$ cat config.mk
export PLATFORM = sky130hd
export DESIGN_NAME = vlcfg_regs
export DESIGN_NICKNAME = d
export VERILOG_FILES = /design/src/rtl/vlcfg_pkg.sv /design/src/rtl/vlcfg_decode.sv /design/src/rtl/vlcfg_next.sv /design/src/rtl/vlcfg_rdmux.sv /design/src/rtl/vlcfg_regs.sv
export SDC_FILE = /design/constraint.sdc
export NUM_CORES = 1
export LEC_CHECK = 0
export ABC_AREA = 1
export BUFFER_PORTS_ARGS = -buffer_cell sky130_fd_sc_hd__clkbuf_2
export CORE_UTILIZATION = 52
export DETAILED_ROUTE_END_ITERATION = 7
export PLACE_DENSITY = 0.93
export SLEW_MARGIN = 30
export SYNTH_ARGS = -nofsm -noshare
export SYNTH_HDL_FRONTEND = slang
export SYNTH_SLANG_ARGS = --single-unit
$ cat constraint.sdc
create_clock -name clk -period 7.8 [get_ports clk]
set_clock_uncertainty 0.2 [all_clocks]
set_input_delay 1.56 -clock clk [delete_from_list [all_inputs] [get_ports clk]]
set_output_delay 1.56 -clock clk [all_outputs]
set_load 0.02 [all_outputs]
$ cat src/rtl/vlcfg_pkg.sv
package vlcfg_pkg;

    // Which of the three registers an address selects
    typedef enum logic [1:0] {
        SEL_NONE = 2'd0,
        SEL_MAX  = 2'd1,
        SEL_ACT  = 2'd2,
        SEL_PACK = 2'd3
    } vsel_e;

    localparam int unsigned CMP_W = 8;

    // Unsigned minimum over a small fixed width
    function automatic logic [CMP_W-1:0] umin8(input logic [CMP_W-1:0] a,
                                               input logic [CMP_W-1:0] b);
        return (a < b) ? a : b;
    endfunction

endpackage

$ cat src/rtl/vlcfg_decode.sv
module vlcfg_decode
    import vlcfg_pkg::*;
#(
    parameter int unsigned    ADDR_W   = 12,
    parameter logic [ADDR_W-1:0] A_MAX  = 12'h4C0,
    parameter logic [ADDR_W-1:0] A_ACT  = 12'h4C1,
    parameter logic [ADDR_W-1:0] A_PACK = 12'h4C2
) (
    input  logic [ADDR_W-1:0] addr,
    output vsel_e             sel
);
    always_comb begin
        unique case (addr)
            A_MAX:   sel = SEL_MAX;
            A_ACT:   sel = SEL_ACT;
            A_PACK:  sel = SEL_PACK;
            default: sel = SEL_NONE;
        endcase
    end
endmodule

$ cat src/rtl/vlcfg_next.sv
module vlcfg_next
    import vlcfg_pkg::*;
#(
    parameter int unsigned XLEN      = 64,
    parameter int unsigned LEN_W     = 7,
    parameter int unsigned OFF_W     = 6,
    parameter int unsigned MAX_LIMIT = 64,
    parameter int unsigned FIELD_W   = 5,
    parameter int unsigned STRIDE    = 6
) (
    input  logic             we,
    input  vsel_e            sel,
    input  logic [XLEN-1:0]  wdata,
    input  logic [LEN_W-1:0] cur_max,
    input  logic [LEN_W-1:0] cur_act,
    input  logic [OFF_W-1:0] cur_src,
    input  logic [OFF_W-1:0] cur_dst,
    output logic [LEN_W-1:0] nxt_max,
    output logic [LEN_W-1:0] nxt_act,
    output logic [OFF_W-1:0] nxt_src,
    output logic [OFF_W-1:0] nxt_dst,
    output logic             zero_hit
);
    localparam int unsigned NFLD = 4;
    localparam logic [LEN_W-1:0] LIMIT_L = LEN_W'(MAX_LIMIT);

    logic [FIELD_W-1:0] fld [NFLD];
    logic [LEN_W-1:0]   p_max, p_act_req, p_act, p_last;
    logic [LEN_W-1:0]   d_max, d_act;

    for (genvar g = 0; g < NFLD; g++) begin : g_fld
        assign fld[g] = wdata[g*STRIDE +: FIELD_W];
    end

    always_comb begin
        // direct writes: saturate in the full data width
        d_max = (wdata > XLEN'(MAX_LIMIT)) ? LIMIT_L : wdata[LEN_W-1:0];
        d_act = (wdata > XLEN'(cur_max))   ? cur_max : wdata[LEN_W-1:0];

        // combined write: max first, then active against new max, then offsets
        p_max     = LEN_W'(fld[0]) + LEN_W'(1);
        if (p_max > LIMIT_L) p_max = LIMIT_L;
        p_act_req = LEN_W'(fld[1]) + LEN_W'(1);
        p_act     = LEN_W'(umin8(CMP_W'(p_max), CMP_W'(p_act_req)));
        p_last    = p_act - LEN_W'(1);

        nxt_max = cur_max;
        nxt_act = cur_act;
        nxt_src = cur_src;
        nxt_dst = cur_dst;
        if (we) begin
            unique case (sel)
                SEL_MAX: nxt_max = d_max;
                SEL_ACT: nxt_act = d_act;
                SEL_PACK: begin
                    nxt_max = p_max;
                    nxt_act = p_act;
                    nxt_src = OFF_W'(umin8(CMP_W'(fld[2]), CMP_W'(p_last)));
                    nxt_dst = OFF_W'(umin8(CMP_W'(fld[3]), CMP_W'(p_last)));
                end
                default: ;
            endcase
        end
        zero_hit = we && (sel == SEL_MAX || sel == SEL_ACT) && (wdata == '0);
    end
endmodule

$ cat src/rtl/vlcfg_rdmux.sv
module vlcfg_rdmux
    import vlcfg_pkg::*;
#(
    parameter int unsigned XLEN   = 64,
    parameter int unsigned LEN_W  = 7,
    parameter int unsigned OFF_W  = 6,
    parameter int unsigned STRIDE = 6
) (
    input  vsel_e            sel,
    input  logic [LEN_W-1:0] cur_max,
    input  logic [LEN_W-1:0] cur_act,
    input  logic [OFF_W-1:0] cur_src,
    input  logic [OFF_W-1:0] cur_dst,
    output logic [XLEN-1:0]  rdata
);
    logic [LEN_W-1:0] act_m1, max_m1;

    always_comb begin
        act_m1 = cur_act - LEN_W'(1);
        max_m1 = cur_max - LEN_W'(1);
        rdata  = '0;
        unique case (sel)
            SEL_MAX: rdata = XLEN'(cur_max);
            SEL_ACT: rdata = XLEN'(cur_act);
            SEL_PACK: begin
                rdata[0*STRIDE +: STRIDE] = STRIDE'(act_m1);
                rdata[1*STRIDE +: STRIDE] = STRIDE'(max_m1);
                rdata[2*STRIDE +: STRIDE] = STRIDE'(cur_src);
                rdata[3*STRIDE +: STRIDE] = STRIDE'(cur_dst);
            end
            default: rdata = '0;
        endcase
    end
endmodule

$ cat src/rtl/vlcfg_regs.sv
module vlcfg_regs
    import vlcfg_pkg::*;
#(
    parameter int unsigned XLEN      = 64,
    parameter int unsigned ADDR_W    = 12,
    parameter int unsigned MAX_LIMIT = 64,
    parameter int unsigned FIELD_W   = 5,
    parameter int unsigned STRIDE    = 6,
    parameter logic [ADDR_W-1:0] A_MAX  = 12'h4C0,
    parameter logic [ADDR_W-1:0] A_ACT  = 12'h4C1,
    parameter logic [ADDR_W-1:0] A_PACK = 12'h4C2
) (
    input  logic              clk,
    input  logic              rst,
    input  logic              wr_en,
    input  logic [ADDR_W-1:0] wr_addr,
    input  logic [XLEN-1:0]   wr_data,
    input  logic [ADDR_W-1:0] rd_addr,
    output logic [XLEN-1:0]   rd_data,
    output logic              len_err
);
    localparam int unsigned LEN_W = $clog2(MAX_LIMIT + 1);
    localparam int unsigned OFF_W = $clog2(MAX_LIMIT);

    vsel_e            wsel, rsel;
    logic [LEN_W-1:0] max_q, act_q, max_d, act_d;
    logic [OFF_W-1:0] src_q, dst_q, src_d, dst_d;
    logic             zero_hit, err_q;

    vlcfg_decode #(.ADDR_W(ADDR_W), .A_MAX(A_MAX), .A_ACT(A_ACT), .A_PACK(A_PACK))
        u_wdec (.addr(wr_addr), .sel(wsel));
    vlcfg_decode #(.ADDR_W(ADDR_W), .A_MAX(A_MAX), .A_ACT(A_ACT), .A_PACK(A_PACK))
        u_rdec (.addr(rd_addr), .sel(rsel));

    vlcfg_next #(.XLEN(XLEN), .LEN_W(LEN_W), .OFF_W(OFF_W), .MAX_LIMIT(MAX_LIMIT),
                 .FIELD_W(FIELD_W), .STRIDE(STRIDE))
        u_next (.we(wr_en), .sel(wsel), .wdata(wr_data),
                .cur_max(max_q), .cur_act(act_q), .cur_src(src_q), .cur_dst(dst_q),
                .nxt_max(max_d), .nxt_act(act_d), .nxt_src(src_d), .nxt_dst(dst_d),
                .zero_hit(zero_hit));

    vlcfg_rdmux #(.XLEN(XLEN), .LEN_W(LEN_W), .OFF_W(OFF_W), .STRIDE(STRIDE))
        u_rd (.sel(rsel), .cur_max(max_q), .cur_act(act_q), .cur_src(src_q),
              .cur_dst(dst_q), .rdata(rd_data));

    always_ff @(posedge clk) begin
        if (rst) begin
            max_q <= LEN_W'(1);
            act_q <= LEN_W'(1);
            src_q <= '0;
            dst_q <= '0;
            err_q <= 1'b0;
        end else begin
            max_q <= max_d;
            act_q <= act_d;
            src_q <= src_d;
            dst_q <= dst_d;
            err_q <= zero_hit;
        end
    end

    assign len_err = err_q;

    // stored maximum never exceeds the cap
    p_max_cap_r1: assert property (@(posedge clk) disable iff (rst)
        max_q <= LEN_W'(MAX_LIMIT));

    // a direct active-length write never exceeds the prior maximum
    p_act_clamp_r2: assert property (@(posedge clk) disable iff (rst)
        (wr_en && wsel == SEL_ACT) |=> (act_q <= $past(max_q)));

    // offsets land inside the new active length after a combined write
    p_off_bound_r4: assert property (@(posedge clk) disable iff (rst)
        (wr_en && wsel == SEL_PACK) |=> (LEN_W'(src_q) < act_q && LEN_W'(dst_q) < act_q));

    // direct length writes keep both offsets
    p_off_kept_r6: assert property (@(posedge clk) disable iff (rst)
        (wr_en && (wsel == SEL_MAX || wsel == SEL_ACT)) |=> ($stable(src_q) && $stable(dst_q)));

    // zero write to a direct length raises the flag next cycle
    p_err_set_r8: assert property (@(posedge clk) disable iff (rst)
        (wr_en && (wsel == SEL_MAX || wsel == SEL_ACT) && wr_data == '0) |=> len_err);

    // no zero direct write means no flag next cycle
    p_err_clr_r8: assert property (@(posedge clk) disable iff (rst)
        !(wr_en && (wsel == SEL_MAX || wsel == SEL_ACT) && wr_data == '0) |=> !len_err);

    // idle cycles change no state
    p_idle_r9: assert property (@(posedge clk) disable iff (rst)
        (!wr_en || wsel == SEL_NONE) |=> $stable({max_q, act_q, src_q, dst_q}));
endmodule

; ---- After elaboration in Yosys (flattened, before gate mapping)
; Index checks and enable logic that the tools add are counted.
[totals]
ff_bits = 27
in_bits = 91
word_cells = 48
[op_classes]
addsub = 5
n_lt_le_gt_ge = 6
n_eq_ne = 12
n_mux = 11
reduce_logical = 9
[op_table]
columns = operator, n
row1 = equality test 12 x 11 -> 1 bit (second input constant), 6
row2 = one-hot mux 24 bit (3 select lines), 1
row3 = > comparator 64 x 7 -> 1 bit, 1
row4 = > comparator 64 x 7 -> 1 bit (second input constant), 1
row5 = logical NOT 64 bit, 1
row6 = 2-to-1 mux 7 bit, 4
row7 = one-hot mux 7 bit (2 select lines), 2
row8 = < comparator 5 x 7 -> 1 bit, 2
row9 = adder 5 x 1 -> 6 bit (second input constant), 2
row10 = 2-to-1 mux 6 bit, 2
row11 = one-hot mux 2 bit (3 select lines), 2
row12 = subtractor 6 x 1 -> 6 bit (second input constant), 2
row13 = equality test 2 bit (second input constant), 4
row14 = > comparator 7 bit (second input constant), 1
row15 = < comparator 7 bit, 1
row16 = subtractor 7 x 1 -> 7 bit (second input constant), 1
row17 = AND reduction 2 bit, 3
row18 = equality test 2 x 1 -> 1 bit (second input constant), 2
row19 = nonzero test 2 bit, 2
row20 = logical AND 1 bit, 2
row21 = logical OR 1 bit, 1

; ---- Longest topological paths before layout
[depth]
depth_word = 8
depth_mapped = 25

; ---- By module
; A second synthesis with hierarchy kept.
[hier_totals]
cells_unflattened = 599
hier_area_um2 = 3627.2
[by_module_without_submodules]
columns = module, instances, cells_per_inst, area_each_um2
row1 = vlcfg_next, 1, 337, 1938.1
row2 = vlcfg_regs, 1, 85, 783.3
row3 = vlcfg_rdmux, 1, 135, 745.7
row4 = vlcfg_decode, 2, 21, 80.1

; ---- Worst setup path after synthesis
; OpenSTA, ideal clock, no wires.
[synth_path]
path_kind = input port to flip-flop
startpoint = input wr_data[6]
endpoint = register src_q[2]
arrival_time_ns = 4.488
required_ns = 7.468
slack_ns = 2.980
cell_stages = 21
n_path_buf = 1
cell_sequence = ha_1 nand3_1 xor2_1 ha_1 nand2_1 inv_1 a21oi_4 nand3_2 and2_4 buf_6 ha_1 xnor2_1 ha_1 a21oi_1 nand2_1 a21oi_1 nand2_1 nand2_4 nand2_1 nand3_1 a21oi_1
[synth_between]
elab_chain_cells = 6
[synth_rtl]
columns = item, line
row1 = "start, declared", vlcfg_regs.sv:17  ; input logic [XLEN-1:0] wr_data,
row2 = adder 5 x 1 -> 6 bit *, vlcfg_next.sv:43  ; p_act_req = LEN_W'(fld[1]) + LEN_W'(1);
row3 = < comparator 7 bit, vlcfg_pkg.sv:16  ; return (a < b) ? a : b;
row4 = 2-to-1 mux 7 bit *, vlcfg_pkg.sv:16
row5 = subtractor 7 x 1 -> 7 bit *, vlcfg_next.sv:45  ; p_last = p_act - LEN_W'(1);
row6 = < comparator 5 x 7 -> 1 bit, vlcfg_pkg.sv:16
row7 = 2-to-1 mux 6 bit *, vlcfg_pkg.sv:16
row8 = "end signal, assigned", vlcfg_regs.sv:56  ; src_q <= src_d;
row9 = "end, declared", vlcfg_regs.sv:27  ; logic [OFF_W-1:0] src_q, dst_q, src_d, dst_d;
; Every way passes the cells marked *; elsewhere a longest branch is shown, timed or not.
; A chain may end at the register's enable or synchronous reset.

; ---- Worst setup path after layout
[layout_path]
startpoint = input rd_addr[9]
endpoint = output rd_data[1]
[layout_between]
elab_chain_cells = 4
word_cells_on_any_way = 8
[layout_rtl]
columns = item, line
row1 = "start, declared", vlcfg_regs.sv:18  ; input logic [ADDR_W-1:0] rd_addr,
row2 = equality test 12 x 11 -> 1 bit, vlcfg_decode.sv:13  ; unique case (addr)
row3 = one-hot mux 2 bit (3 select lines) *, vlcfg_decode.sv:13
row4 = equality test 2 bit or equality test 2 x 1 -> 1 bit (tied branches), vlcfg_rdmux.sv:22  ; unique case (sel)
row5 = one-hot mux 24 bit (3 select lines) *, vlcfg_rdmux.sv:22
row6 = "end, declared", vlcfg_regs.sv:19  ; output logic [XLEN-1:0] rd_data,
; Marks and branches as above.

==> run_results.csv <==
group,metric,value,unit
critical_path,cp.arrival,3.66,ns
timing,slew_viol_final,0,
critical_path,path_class,"in -> out",
clock_tree,ctsLongestPathBuffers,2,
synth,syn_area_per_cell,6.151,sq um
clock_tree,cts_buffers,3,
timing,setup_tns,0,ns
power,peakVddDrop,0.1019,mV
power,power_frac_clock,18.7,%
final_layout,final_layout_size_suffix_gt1_share,22.42,%
routing,final_antenna_net_count,0,
synth,synth_seq_cells,27,
critical_path,worst-r2r-setup-slack,5.36,ns
placement,pre_cts_ws,2.375,ns
floorplan,coreArea,6386,sq um
routing,wirelength,9.447,mm
final_layout,final_nets,790,
synth,yosys-top-cells-count,"inv_1, nand2_1, nand3_1, nor2_1, buf_4",
global_routing,grt_pass1_vias,3600,
power,p_switching,0.0001856,W
final_layout,nFillCells,603,
timing,tightest_slew,0.6270,ns
routing,vias,4007,
placement,dpl_cell_area,3915,sq um
power,internal_power,0.0002497,W
synth,synthCells,561,
floorplan,start_util,54.04,%
power,p_sw_share,42.64,%
critical_path,max_stage_delay,0.44,ns
timing,setup_viol,0,
flow_run,max_cap_violations,0,
synth,synth_top_area_share,15.66,%
timing,hold_slack,0.2488,ns
clock_tree,cts_setup_buffers,0,
hold_path,hold_class,"reg -> reg",
synth,yosysTopAreaCell,"dfxtp_1",
clock_tree,clock-sinks,27,
clock_tree,root_buffer,"clkbuf_8",
timing,rsz0062_at_grt,"no",
placement,port_buffers,115,
global_routing,gr-usage-met2,48.29,%
synth,synth_edf_count,0,
timing,worst_slack,2.382,ns
placement,hpwl,8.028,mm
routing,route.detailed.drc,0,
global_routing,gr-usage-all-layers,26.69,%
power,power,0.0004354,W
critical_path,slowest_stage,"or2_2",
global_routing,top_usage_layer,"met2",
routing,drt_iter0_drc,316,
floorplan,rows,29,
synth,synth_seq_area_share,15.66,%
critical_path,start_kind,"primary input",
global_routing,grt_pass1_wl,15.61,mm
floorplan,pin_count,156,
final_layout,finish.instance_area,3964,sq um
global_routing,grt.overflow.total,0,
synth,synth-async-reset-ratio,0,%
floorplan,die_y,83.46,microns
power,share_comb_of_total_power,49.7,%
critical_path,worstPathCellList,"clkbuf_2, nor2_1, nand3b_1, nor4_1, nand2_1, inv_1, nand2_1, or2_2, a32oi_1, clkbuf_2",
routing,drtPass1Iterations,5,
clock_tree,cts.clk_slew.worst_paths,0.09,ns
final_layout,area_delta_synth_final,14.87,%
critical_path,r2r_cells,13,
power,p_seq_share,31.6,%
routing,wl_per_cell,12.66,microns
critical_path,endpoint_kind,"output pin",
power,p_leak,2.051,nW
floorplan,die_w,83.46,microns
synth,syn_area,3451,sq um
timing,fmax,184.6,MHz
timing,min_period,5.418,ns
floorplan,die-area,6966,sq um
placement,globalplace.congestion,0.9420,
global_routing,grt_max_degree,22,
clock_tree,ctsHoldBuffers,0,
hold_path,hold_path_depth,2,
status,status,"complete, no violations",
synth,synth_ff_type,"dfxtp_1",
routing,vias_per_cell,5.371,
timing,hold_violations,0,
power,p_per_area,109.8,nW/um^2
synth,yosysWarningCount,0,
clock_tree,insertion_delay,0.27,ns
clock_tree,ctsResizeCount,0,
global_routing,use_met1,31.83,%
global_routing,grt_antenna_before_repair,0,
timing,finalCritPeriodShare,69.46,%
synth,synth_area_leaders,"dfxtp_1, ha_1, inv_1, nand2_1, buf_4",
critical_path,crit_fanout,20,
timing,slew-limit-headroom,58.10,%
global_routing,met3_usage,3.363,%
synth,synth_cell_types,39,
clock_tree,cts_tree,"built",
clock_tree,htreeDepth,1,
critical_path,cp.required,6.04,ns
final_layout,n_antenna_cell,0,
layout by cell type (no fill, tap or decap), types with 2 or more instances in the layout:
master / count
nand3_2: 3
o22ai_1: 2
conb_1: 40
or2_2: 5
o21ai_0: 19
nor2_1: 51
dfxtp_1: 27
a21oi_1: 38
clkbuf_2: 115
nor2_4: 3
nor4_1: 13
nor3_1: 9
nor3b_1: 2
a211oi_1: 2
nor2_2: 2
nand2_4: 4
o211ai_1: 4
xor2_1: 9
nand3_1: 52
xnor2_1: 2
ha_1: 29
clkbuf_8: 3
inv_1: 96
nand2_1: 96
nand4_1: 22
nand2_2: 9
per-stage QoR:
step	util [%]	instances
5_1_grt	62.07	746
3_3_place_gp	61.30	742
6_report	62.07	746
4_1_cts	62.07	746
2_1_floorplan	-	600
3_5_place_dp	61.30	742
registers in the layout, summed over array words and instances (netlist names):
| register | flops |
|---|---|
| src_q | 6 |
| dst_q | 6 |
| max_q | 7 |
| len_err | 1 |
| act_q | 7 |
final timing paths:
check | from | endpoint
min | src_q[5] | src_q[5]
max reg2reg | max_q[3] | act_q[3]
max | rd_addr[9] | rd_data[1]
min reg2reg | src_q[5] | src_q[5]
metal layers:
metal  part of all wire, %  routed length (microns)  up-vias
met4                   2.6                      244        0
li1                      -                        -     1971
met2                    49                     4633      240
met3                   8.1                      762       29
met5                     0                        0        -
met1                    40                     3806     1767
cell families after synthesis:
| group | synth area share [%] |
|---|---|
| compound gates | 11.57 |
| fa+ha+maj | 10.51 |
| simple gates | 38.32 |
| other cells | 0.1087 |
| flops | 15.66 |
| buf+inv | 21.03 |
| xor+xnor | 2.792 |
cell type report:
cell class	instances	area, sq um	share of cell area (%)
clock buffers	3	41.29	1.042
inverters	97	364.1	9.186
well taps	77	96.34	2.431
clock inverters	1	7.507	0.1894
repair buffers	116	583.1	14.71
multi-input cells	425	2331	58.81
flip-flops and latches	27	540.5	13.64
worst max-delay path, delay by kind of cell:
kind	cells	cell delay [ns]
and+or+nand+nor	6	1.48
buffers and inverters	3	0.41
AOI/OAI and AO/OA	1	0.19
power by group through the flow:
stage	clock (W)	combinational, W	sequential, W
5_1_grt	0.0000861	0.000244	0.000138
2_1_floorplan	0	0.000173	0.000141
3_3_place_gp	0	0.000203	0.000141
6_report	0.0000812	0.000216	0.000138
3_5_place_dp	0	0.000214	0.000141
4_1_cts	0.0000805	0.000215	0.000138
Note: power is estimated with default switching activity, not from simulation.
